$ cat src/rtl/sh_pkg.sv
package sh_pkg;
  typedef enum logic [1:0] {
    PH_IDLE    = 2'd0,
    PH_SAMPLE  = 2'd1,
    PH_HOLD    = 2'd2,
    PH_REFRESH = 2'd3
  } sh_phase_e;
endpackage

$ cat src/rtl/sh_time_regs.sv
module sh_time_regs #(
  parameter int SAMP_W     = 10,
  parameter int HOLD_W     = 10,
  parameter int REFR_W     = 8,
  parameter int BUSY_TICKS = 3
) (
  input  logic              clk,
  input  logic              rst_n,
  input  logic              slow_tick,
  input  logic              active,
  input  logic              chan_en,
  input  logic              cal_en,
  input  logic              samp_wr,
  input  logic [SAMP_W-1:0] samp_wdata,
  input  logic              hold_wr,
  input  logic [HOLD_W-1:0] hold_wdata,
  input  logic              refr_wr,
  input  logic [REFR_W-1:0] refr_wdata,
  output logic [SAMP_W-1:0] samp_time,
  output logic [HOLD_W-1:0] hold_time,
  output logic [REFR_W-1:0] refr_time,
  output logic              busy
);
  localparam int BC_W = $clog2(BUSY_TICKS + 1);
  localparam logic [BC_W-1:0] BC_LAST = BC_W'(BUSY_TICKS - 1);

  logic            act_q;
  logic [BC_W-1:0] bcnt;
  logic            samp_take;
  logic            start_busy;
  logic            cfg_open;

  assign samp_take  = samp_wr && !busy;
  assign start_busy = active && !act_q;
  assign cfg_open   = !chan_en && !cal_en;

  always_ff @(posedge clk or negedge rst_n) begin
    if (!rst_n) begin
      samp_time <= '0;
      hold_time <= HOLD_W'(1);
      refr_time <= REFR_W'(1);
    end else begin
      if (samp_take) samp_time <= samp_wdata;
      if (hold_wr && cfg_open) hold_time <= hold_wdata;
      if (refr_wr && cfg_open) refr_time <= refr_wdata;
    end
  end

  always_ff @(posedge clk or negedge rst_n) begin
    if (!rst_n) begin
      act_q <= 1'b0;
      busy  <= 1'b0;
      bcnt  <= '0;
    end else begin
      act_q <= active;
      if (samp_take || start_busy) begin
        busy <= 1'b1;
        bcnt <= '0;
      end else if (busy && slow_tick) begin
        if (bcnt == BC_LAST) begin
          busy <= 1'b0;
          bcnt <= '0;
        end else begin
          bcnt <= bcnt + BC_W'(1);
        end
      end
    end
  end

  p_busy_on_write_r6: assert property (@(posedge clk) disable iff (!rst_n)
    (samp_wr && !busy) |=> busy);
  p_samp_frozen_r6: assert property (@(posedge clk) disable iff (!rst_n)
    busy |=> (samp_time == $past(samp_time)));
  p_busy_on_enable_r7: assert property (@(posedge clk) disable iff (!rst_n)
    (active && !act_q) |=> busy);
  p_hold_locked_r8: assert property (@(posedge clk) disable iff (!rst_n)
    (chan_en || cal_en) |=> (hold_time == $past(hold_time) && refr_time == $past(refr_time)));
endmodule

$ cat src/rtl/sh_phase_fsm.sv
module sh_phase_fsm
  import sh_pkg::*;
#(
  parameter int SAMP_W = 10,
  parameter int HOLD_W = 10,
  parameter int REFR_W = 8
) (
  input  logic              clk,
  input  logic              rst_n,
  input  logic              slow_tick,
  input  logic              active,
  input  logic              data_chg,
  input  logic [SAMP_W-1:0] samp_time,
  input  logic [HOLD_W-1:0] hold_time,
  input  logic [REFR_W-1:0] refr_time,
  output sh_phase_e         phase
);
  localparam int W1    = (SAMP_W > HOLD_W) ? SAMP_W : HOLD_W;
  localparam int CNT_W = (W1 > REFR_W) ? W1 : REFR_W;

  logic [CNT_W-1:0] cnt;
  logic [CNT_W:0]   cnt_nx;
  logic             last_tick;
  sh_phase_e        after_last;

  assign cnt_nx = {1'b0, cnt} + (CNT_W+1)'(1);

  always_comb begin
    last_tick  = 1'b0;
    after_last = PH_HOLD;
    unique case (phase)
      PH_SAMPLE:  begin
        last_tick  = (cnt == CNT_W'(samp_time));
        after_last = PH_HOLD;
      end
      PH_HOLD:    begin
        last_tick  = (cnt_nx >= (CNT_W+1)'(hold_time));
        after_last = PH_REFRESH;
      end
      PH_REFRESH: begin
        last_tick  = (cnt_nx >= (CNT_W+1)'(refr_time));
        after_last = PH_HOLD;
      end
      default:    begin
        last_tick  = 1'b0;
        after_last = PH_SAMPLE;
      end
    endcase
  end

  always_ff @(posedge clk or negedge rst_n) begin
    if (!rst_n) begin
      phase <= PH_IDLE;
      cnt   <= '0;
    end else if (!active) begin
      phase <= PH_IDLE;
      cnt   <= '0;
    end else if (data_chg || phase == PH_IDLE) begin
      phase <= PH_SAMPLE;
      cnt   <= '0;
    end else if (slow_tick) begin
      if (last_tick) begin
        phase <= after_last;
        cnt   <= '0;
      end else begin
        cnt <= cnt_nx[CNT_W-1:0];
      end
    end
  end

  p_idle_when_off_r1: assert property (@(posedge clk) disable iff (!rst_n)
    !active |=> (phase == PH_IDLE));
  p_sample_exit_r2: assert property (@(posedge clk) disable iff (!rst_n)
    (phase == PH_SAMPLE) |=> (phase != PH_REFRESH));
  p_refresh_exit_r4: assert property (@(posedge clk) disable iff (!rst_n)
    (phase == PH_REFRESH && active && !data_chg) |=> (phase == PH_REFRESH || phase == PH_HOLD));
  p_restart_r5: assert property (@(posedge clk) disable iff (!rst_n)
    (active && data_chg) |=> (phase == PH_SAMPLE));
endmodule

$ cat src/rtl/sh_out_decode.sv
module sh_out_decode
  import sh_pkg::*;
(
  input  sh_phase_e  phase,
  input  logic [1:0] path_sel,
  output logic       core_on,
  output logic       buf_on,
  output logic       pin_oe,
  output logic       int_oe
);
  logic powered;

  assign powered = (phase == PH_SAMPLE) || (phase == PH_REFRESH);
  assign core_on = powered;
  assign buf_on  = powered && !path_sel[1];
  assign pin_oe  = powered && (path_sel != 2'b11);
  assign int_oe  = powered && (path_sel != 2'b00);
endmodule

$ cat src/rtl/sh_phase_seq.sv
module sh_phase_seq
  import sh_pkg::*;
#(
  parameter int SAMP_W     = 10,
  parameter int HOLD_W     = 10,
  parameter int REFR_W     = 8,
  parameter int BUSY_TICKS = 3
) (
  input  logic              clk,
  input  logic              rst_n,
  input  logic              slow_tick,
  input  logic [2:0]        mode_sel,
  input  logic              chan_en,
  input  logic              cal_en,
  input  logic              samp_wr,
  input  logic [SAMP_W-1:0] samp_wdata,
  input  logic              hold_wr,
  input  logic [HOLD_W-1:0] hold_wdata,
  input  logic              refr_wr,
  input  logic [REFR_W-1:0] refr_wdata,
  input  logic              data_chg,
  output logic [1:0]        phase,
  output logic              core_on,
  output logic              buf_on,
  output logic              pin_oe,
  output logic              int_oe,
  output logic              busy
);
  logic              active;
  logic [SAMP_W-1:0] samp_time;
  logic [HOLD_W-1:0] hold_time;
  logic [REFR_W-1:0] refr_time;
  sh_phase_e         ph;

  assign active = chan_en && mode_sel[2];
  assign phase  = ph;

  sh_time_regs #(
    .SAMP_W(SAMP_W), .HOLD_W(HOLD_W), .REFR_W(REFR_W), .BUSY_TICKS(BUSY_TICKS)
  ) u_regs (
    .clk(clk), .rst_n(rst_n), .slow_tick(slow_tick), .active(active),
    .chan_en(chan_en), .cal_en(cal_en),
    .samp_wr(samp_wr), .samp_wdata(samp_wdata),
    .hold_wr(hold_wr), .hold_wdata(hold_wdata),
    .refr_wr(refr_wr), .refr_wdata(refr_wdata),
    .samp_time(samp_time), .hold_time(hold_time), .refr_time(refr_time),
    .busy(busy)
  );

  sh_phase_fsm #(
    .SAMP_W(SAMP_W), .HOLD_W(HOLD_W), .REFR_W(REFR_W)
  ) u_fsm (
    .clk(clk), .rst_n(rst_n), .slow_tick(slow_tick), .active(active),
    .data_chg(data_chg), .samp_time(samp_time), .hold_time(hold_time),
    .refr_time(refr_time), .phase(ph)
  );

  sh_out_decode u_dec (
    .phase(ph), .path_sel(mode_sel[1:0]),
    .core_on(core_on), .buf_on(buf_on), .pin_oe(pin_oe), .int_oe(int_oe)
  );

  p_hold_dark_r3: assert property (@(posedge clk) disable iff (!rst_n)
    (ph == PH_HOLD) |-> (!core_on && !buf_on && !pin_oe && !int_oe));
  p_off_quiet_r10: assert property (@(posedge clk) disable iff (!rst_n)
    !chan_en |=> (!core_on && !pin_oe && !int_oe));
endmodule

$ cat config.mk
export PLATFORM = sky130hd
export DESIGN_NAME = sh_phase_seq
export DESIGN_NICKNAME = d
export VERILOG_FILES = /design/src/rtl/sh_pkg.sv /design/src/rtl/sh_time_regs.sv /design/src/rtl/sh_phase_fsm.sv /design/src/rtl/sh_out_decode.sv /design/src/rtl/sh_phase_seq.sv
export SDC_FILE = /design/constraint.sdc
export NUM_CORES = 1
export LEC_CHECK = 0
export ABC_CLOCK_PERIOD_IN_PS = 3300
export BUFFER_PORTS_ARGS = -buffer_cell sky130_fd_sc_hd__buf_4
export CAP_MARGIN = 20
export CORE_MARGIN = 2
export CORE_UTILIZATION = 50
export DETAILED_ROUTE_END_ITERATION = 6
export PLACE_DENSITY = 0.73
export SYNTH_ARGS = -nofsm -noshare
export SYNTH_HDL_FRONTEND = slang
export SYNTH_HIERARCHICAL = 1
export SYNTH_SLANG_ARGS = --single-unit
$ cat constraint.sdc
create_clock -name clk -period 3.3 [get_ports clk]
set_clock_uncertainty 0.1 [all_clocks]
set_input_delay 0.66 -clock clk [delete_from_list [all_inputs] [get_ports clk]]
set_output_delay 0.66 -clock clk [all_outputs]
set_load 0.02 [all_outputs]
# Word level (Yosys, flattened, before mapping)
# Cells that the tools add are included.
dict set report op_classes {
  n_addsub 2
  magnitude_cmp 2
  n_eq_ne 8
  mux 16
  n_reduce_logical 25
}
# operator count
set ops {}
lappend ops {{10-bit two-way mux} 4}
lappend ops {{2-bit two-way mux} 7}
lappend ops {{10-bit by 1-bit adder with 11-bit output (second input constant)} 1}
lappend ops {{11-bit by 10-bit greater-or-equal comparator with 1-bit output} 1}
lappend ops {{11-bit by 8-bit greater-or-equal comparator with 1-bit output} 1}
lappend ops {{10-bit == test} 1}
lappend ops {{1-bit logical AND} 10}
lappend ops {{2-bit == test (second input constant)} 3}
lappend ops {{3-bit inequality test (second input constant)} 2}
lappend ops {{2-bit nonzero test} 3}
lappend ops {{1-bit logical NOT} 5}
lappend ops {{2-bit case mux with 2 select lines} 1}
lappend ops {{2-bit AND reduction} 2}
lappend ops {{1-bit logical OR} 3}
lappend ops {{1-bit two-way mux} 3}
lappend ops {{1-bit case mux with 3 select lines} 1}
lappend ops {{2-bit by 1-bit adder with 2-bit output (second input constant)} 1}
lappend ops {{2-bit by 1-bit == test with 1-bit output (second input constant)} 1}
lappend ops {{2-bit logical NOT} 1}
lappend ops {{2-bit inequality test (second input constant)} 1}
lappend ops {{2-bit OR reduction} 1}
dict set report word_totals {
  reg_bits 44
  elab_cells 61
}

# Depth between registers and ports, before layout
dict set report logic_depth {
  word_depth 7
  depth_mapped 13
  mapped_depth_nobuf 12
}

# Cells and area by module
# The synthesis kept the hierarchy.
# mod n_inst cells_each area_each_um2
set modules_own_cells {}
lappend modules_own_cells {sh_phase_fsm 1 162 1383.8}
lappend modules_own_cells {sh_time_regs 1 75 1255.0}
lappend modules_own_cells {sh_out_decode 1 4 25.0}
lappend modules_own_cells {sh_phase_seq 1 1 6.3}

# Worst setup path after synthesis
# Ideal clock, no wire load.
dict set report synth_timing {
  path_type {register -> register}
  start {register u_fsm.cnt[2]}
  end {register u_fsm.phase[1]}
  setup_ps 121
  t_arrival_ps 2511
  path_slack_ps 568
  path_stages_with_launch 13
  path_buffers 1
  synth_period_minus_slack_ps 2732
  cell_sequence {dfrtp_1 > buf_6 > and4_4 > nand2_1 > xor2_1 > inv_1 > ha_1 > a21o_1 > a211oi_1 > o211ai_2 > a31oi_4 > nand2_4 > a22o_1}
}
dict set report synth_via {
  elab_chain_cells 5
}
# item line_no
set synth_lines {}
lappend synth_lines {{start, declared} sh_phase_fsm.sv:21} ;# logic [CNT_W-1:0] cnt;
lappend synth_lines {{start signal, assigned} sh_phase_fsm.sv:66} ;# cnt <= cnt_nx[CNT_W-1:0];
lappend synth_lines {{10-bit by 1-bit adder with 11-bit output} sh_phase_fsm.sv:26} ;# assign cnt_nx = {1'b0, cnt} + (CNT_W+1)'(1);
lappend synth_lines {{11-bit by 8-bit greater-or-equal comparator with 1-bit output or 11-bit by 10-bit greater-or-equal comparator with 1-bit output (tied branches)} {sh_phase_fsm.sv:41, sh_phase_fsm.sv:37}}
lappend synth_lines {{1-bit case mux with 3 select lines *} sh_phase_fsm.sv:31} ;# unique case (phase)
lappend synth_lines {{3-bit inequality test (no source line) *} --}
lappend synth_lines {{2-bit AND reduction (no source line) *} --}
lappend synth_lines {{end signal, assigned} sh_phase_fsm.sv:63} ;# phase <= after_last;
lappend synth_lines {{end, declared} sh_phase_fsm.sv:16} ;# output sh_phase_e phase
# Every way passes the cells marked *; elsewhere a longest branch is shown, timed or not.
# A chain may end at the register's enable or synchronous reset.

# Worst setup path after layout
dict set report layout_timing {
  start {register u_fsm.cnt[3]}
  end {register u_fsm.phase[0]}
}
# Same word-level chain as after synthesis.

==> reports/metrics.cfg <==
[final_layout]
final_nets=349
syn_to_final_growth_pct=20.29
fillCellCount=454
final_design_instance_area_without_fill_um2=3212
antenna_cells=0
drive_above_1_share_pct=37.11

[sta]
rsz_0062_raised_after_global_routing=false
final-max-slew-violation-count=0
setup_viol_count_final=0
timing_worst_slew_pin_value_ps=590.8
timing.final.crit_share_pct=92.31
fmax_mhz=328.3
finalCriticalPeriod_ps=3046
report.final.hold_viol_count=0
hold_ws_ps=253.4
setup-tns-final_ps=0
timing.slew.headroom_pct=60.43

[floorplan]
fp-row-count=26
chipHeight_um=77.08
start_util_pct=51.95
floorplan.die_area_um2=5941
die-width_um=77.08
top_level_ports=47
design.core.area_um2=5140

[clocking]
cts_setup_buffers=0
postCtsHoldBufs=0
cts_buffers=5
clockBufferDepth=2
cts_resized=0
clock_tree.htree_level_count=2
worst_setup_hold_path_clk_slew_ps=80
clock-root-buffer=clkbuf_8
tritoncts_num_sinks=44
tritoncts=done
clock_insertion_delay_worst_skew_ps=300

[synth]
netlist_area_um2=2670
postSynthRegisterBits=44
most_common_cell_in_the_netlist=dfrtp_1
portion_of_synthesized_cell_area_occupied_by_the_leading_cell_type_pct=39.36
synth.area.top_cells=dfrtp_1, mux2_2, ha_1
dominant_synthesized_flop_cell=dfrtp_1
synth-warning-count=6
asyncSetResetFlopFracSynth_pct=100.0
ys_types=56
sequential_area_share_after_synthesis_pct=41.33
netlist.top_cell.by_area=dfrtp_1
synthTopCellsByCount=dfrtp_1, mux2_2, inv_1
synth_edf_count=0
syn_nets=301
synth_cells=242
synth.avg_cell_area_um2=11.03

[setup_path]
regToRegSetupSlack_ps=250
worst-setup-path-type=reg -> reg
crit_required_ps=3380
origin_of_the_worst_setup_path=u_fsm/cnt[3]
crit_fanout=6
rr_worst_depth=11
cp_arrival_ps=3130
reg2reg_to=u_fsm/phase[0]
critPathLaunchType=register
critPathCaptureType=register
worstReg2RegStart=u_fsm/cnt[3]

[placed_design]
numPortBuffers=46
dp_hpwl_mm=3.995
routabilityCongestion=0.9058
detailed_place.area_um2=3075

[drt]
drtAntennaViolNets=0
drt_wl_total_mm=5.228
drc=0
viasPerCell=5.388
drtIter0Drc=117
first_drt_pass_iteration_count=4
dr_vias=1945
wl_per_cell_um=14.48

[min_path]
hold_class=in -> async

[status]
outcome=finished clean

[grt]
global_route_wire_length_before_repair_mm=9.135
grt.met1_usage_pct=27.06
grt.overflow.total=0
grt_most_used_layer=met2
grt_util_met3_pct=3.529
grt_antenna_before_repair=0
grt.met2_usage_pct=30.70
grt_max_degree=45
via_count_of_the_first_global_routing_pass=1931
grtUsageTotal_pct=19.21

[flow_run]
max-cap-violations=0

[pwr]
peakVddDrop_v=0.0002881
leakage_power_summed_over_all_cells_nw=1.559
cellPowerDensity_nw_per_um2=475.8

sequential cells by signal, indices dropped and copies added (netlist names):
name              cells
u_fsm/cnt            10
u_fsm/phase           2
u_regs/act_q          1
u_regs/bcnt           2
u_regs/busy           1
u_regs/hold_time     10
u_regs/refr_time      8
u_regs/samp_time     10
layout by cell type (no fill, tap or decap), types with 3 or more instances in the layout:
| master | n |
|---|---|
| nor2b_1 | 3 |
| a21oi_1 | 8 |
| clkbuf_8 | 7 |
| o21ai_0 | 5 |
| buf_4 | 49 |
| o31ai_2 | 3 |
| xor2_1 | 11 |
| inv_1 | 23 |
| o22ai_1 | 5 |
| a211oi_1 | 3 |
| mux2_2 | 28 |
| a31oi_1 | 3 |
| nand4_1 | 3 |
| nand3_1 | 6 |
| dfrtp_1 | 40 |
| xnor2_1 | 6 |
| nor2_1 | 4 |
| ha_1 | 19 |
| nand2_1 | 18 |
per-stage QoR:
stage	setup slack, ps	cells	utilization [%]	power (mW)
2_1_floorplan	567.7	242	-	0.9829
3_3_place_gp	227.8	353	59.83	1.086
3_5_place_dp	202.8	353	59.83	1.098
4_1_cts	166.1	361	62.29	1.551
5_1_grt	70.03	361	62.49	1.633
6_report	253.9	361	62.49	1.528
report_power, final:
group	internal [mW]	switching [mW]	total (mW)
Combinational	0.208	0.133	0.341
Sequential	0.660	0.0795	0.739
Clock	0.267	0.180	0.447
cells by family after synthesis:
logic type,share of synthesized area (%)
DFF,41.33
buffers and inverters,5.107
AOI/OAI and AO/OA,12.23
adders and majority gates,8.904
and+or+nand+nor,14.15
muxes,12.37
xor gates and xnor gates,5.904
layout make-up:
type | count | area [µm²] | area share, %
clock buffers | 7 | 96.34 | 3.000
multi-input cells | 167 | 1438 | 44.76
well taps | 70 | 87.58 | 2.727
repair buffers | 49 | 367.9 | 11.45
clock inverters | 1 | 30.03 | 0.9349
flip-flops and latches | 44 | 1106 | 34.44
inverters | 23 | 86.33 | 2.688
per-layer routing:
layer  part of all wire, %  routed length, µm
met5                     0                  0
met4                  0.99                 52
met3                   4.2                220
met2                    47               2474
met1                    47               2481
critical path, cell delays in order, from the launching register on:
cell	delay, ps
dfrtp_1	480
and4_4	300
nand4_1	120
xnor2_1	430
ha_1	340
a21oi_1	150
o21ai_0	100
a21oi_1	190
o32ai_1	180
or3_1	390
nand2b_1	90
a21oi_1	70
how the worst max path moves through the flow:
stage	to	depth (start not counted)
3_5_place_dp	u_fsm/cnt[6]	11
2_1_floorplan	u_fsm/phase[1]	12
3_3_place_gp	u_fsm/cnt[9]	11
5_1_grt	u_fsm/cnt[3]	11
4_1_cts	u_fsm/cnt[9]	11
6_report	u_fsm/phase[0]	11
(Power assumes the default switching activity.)
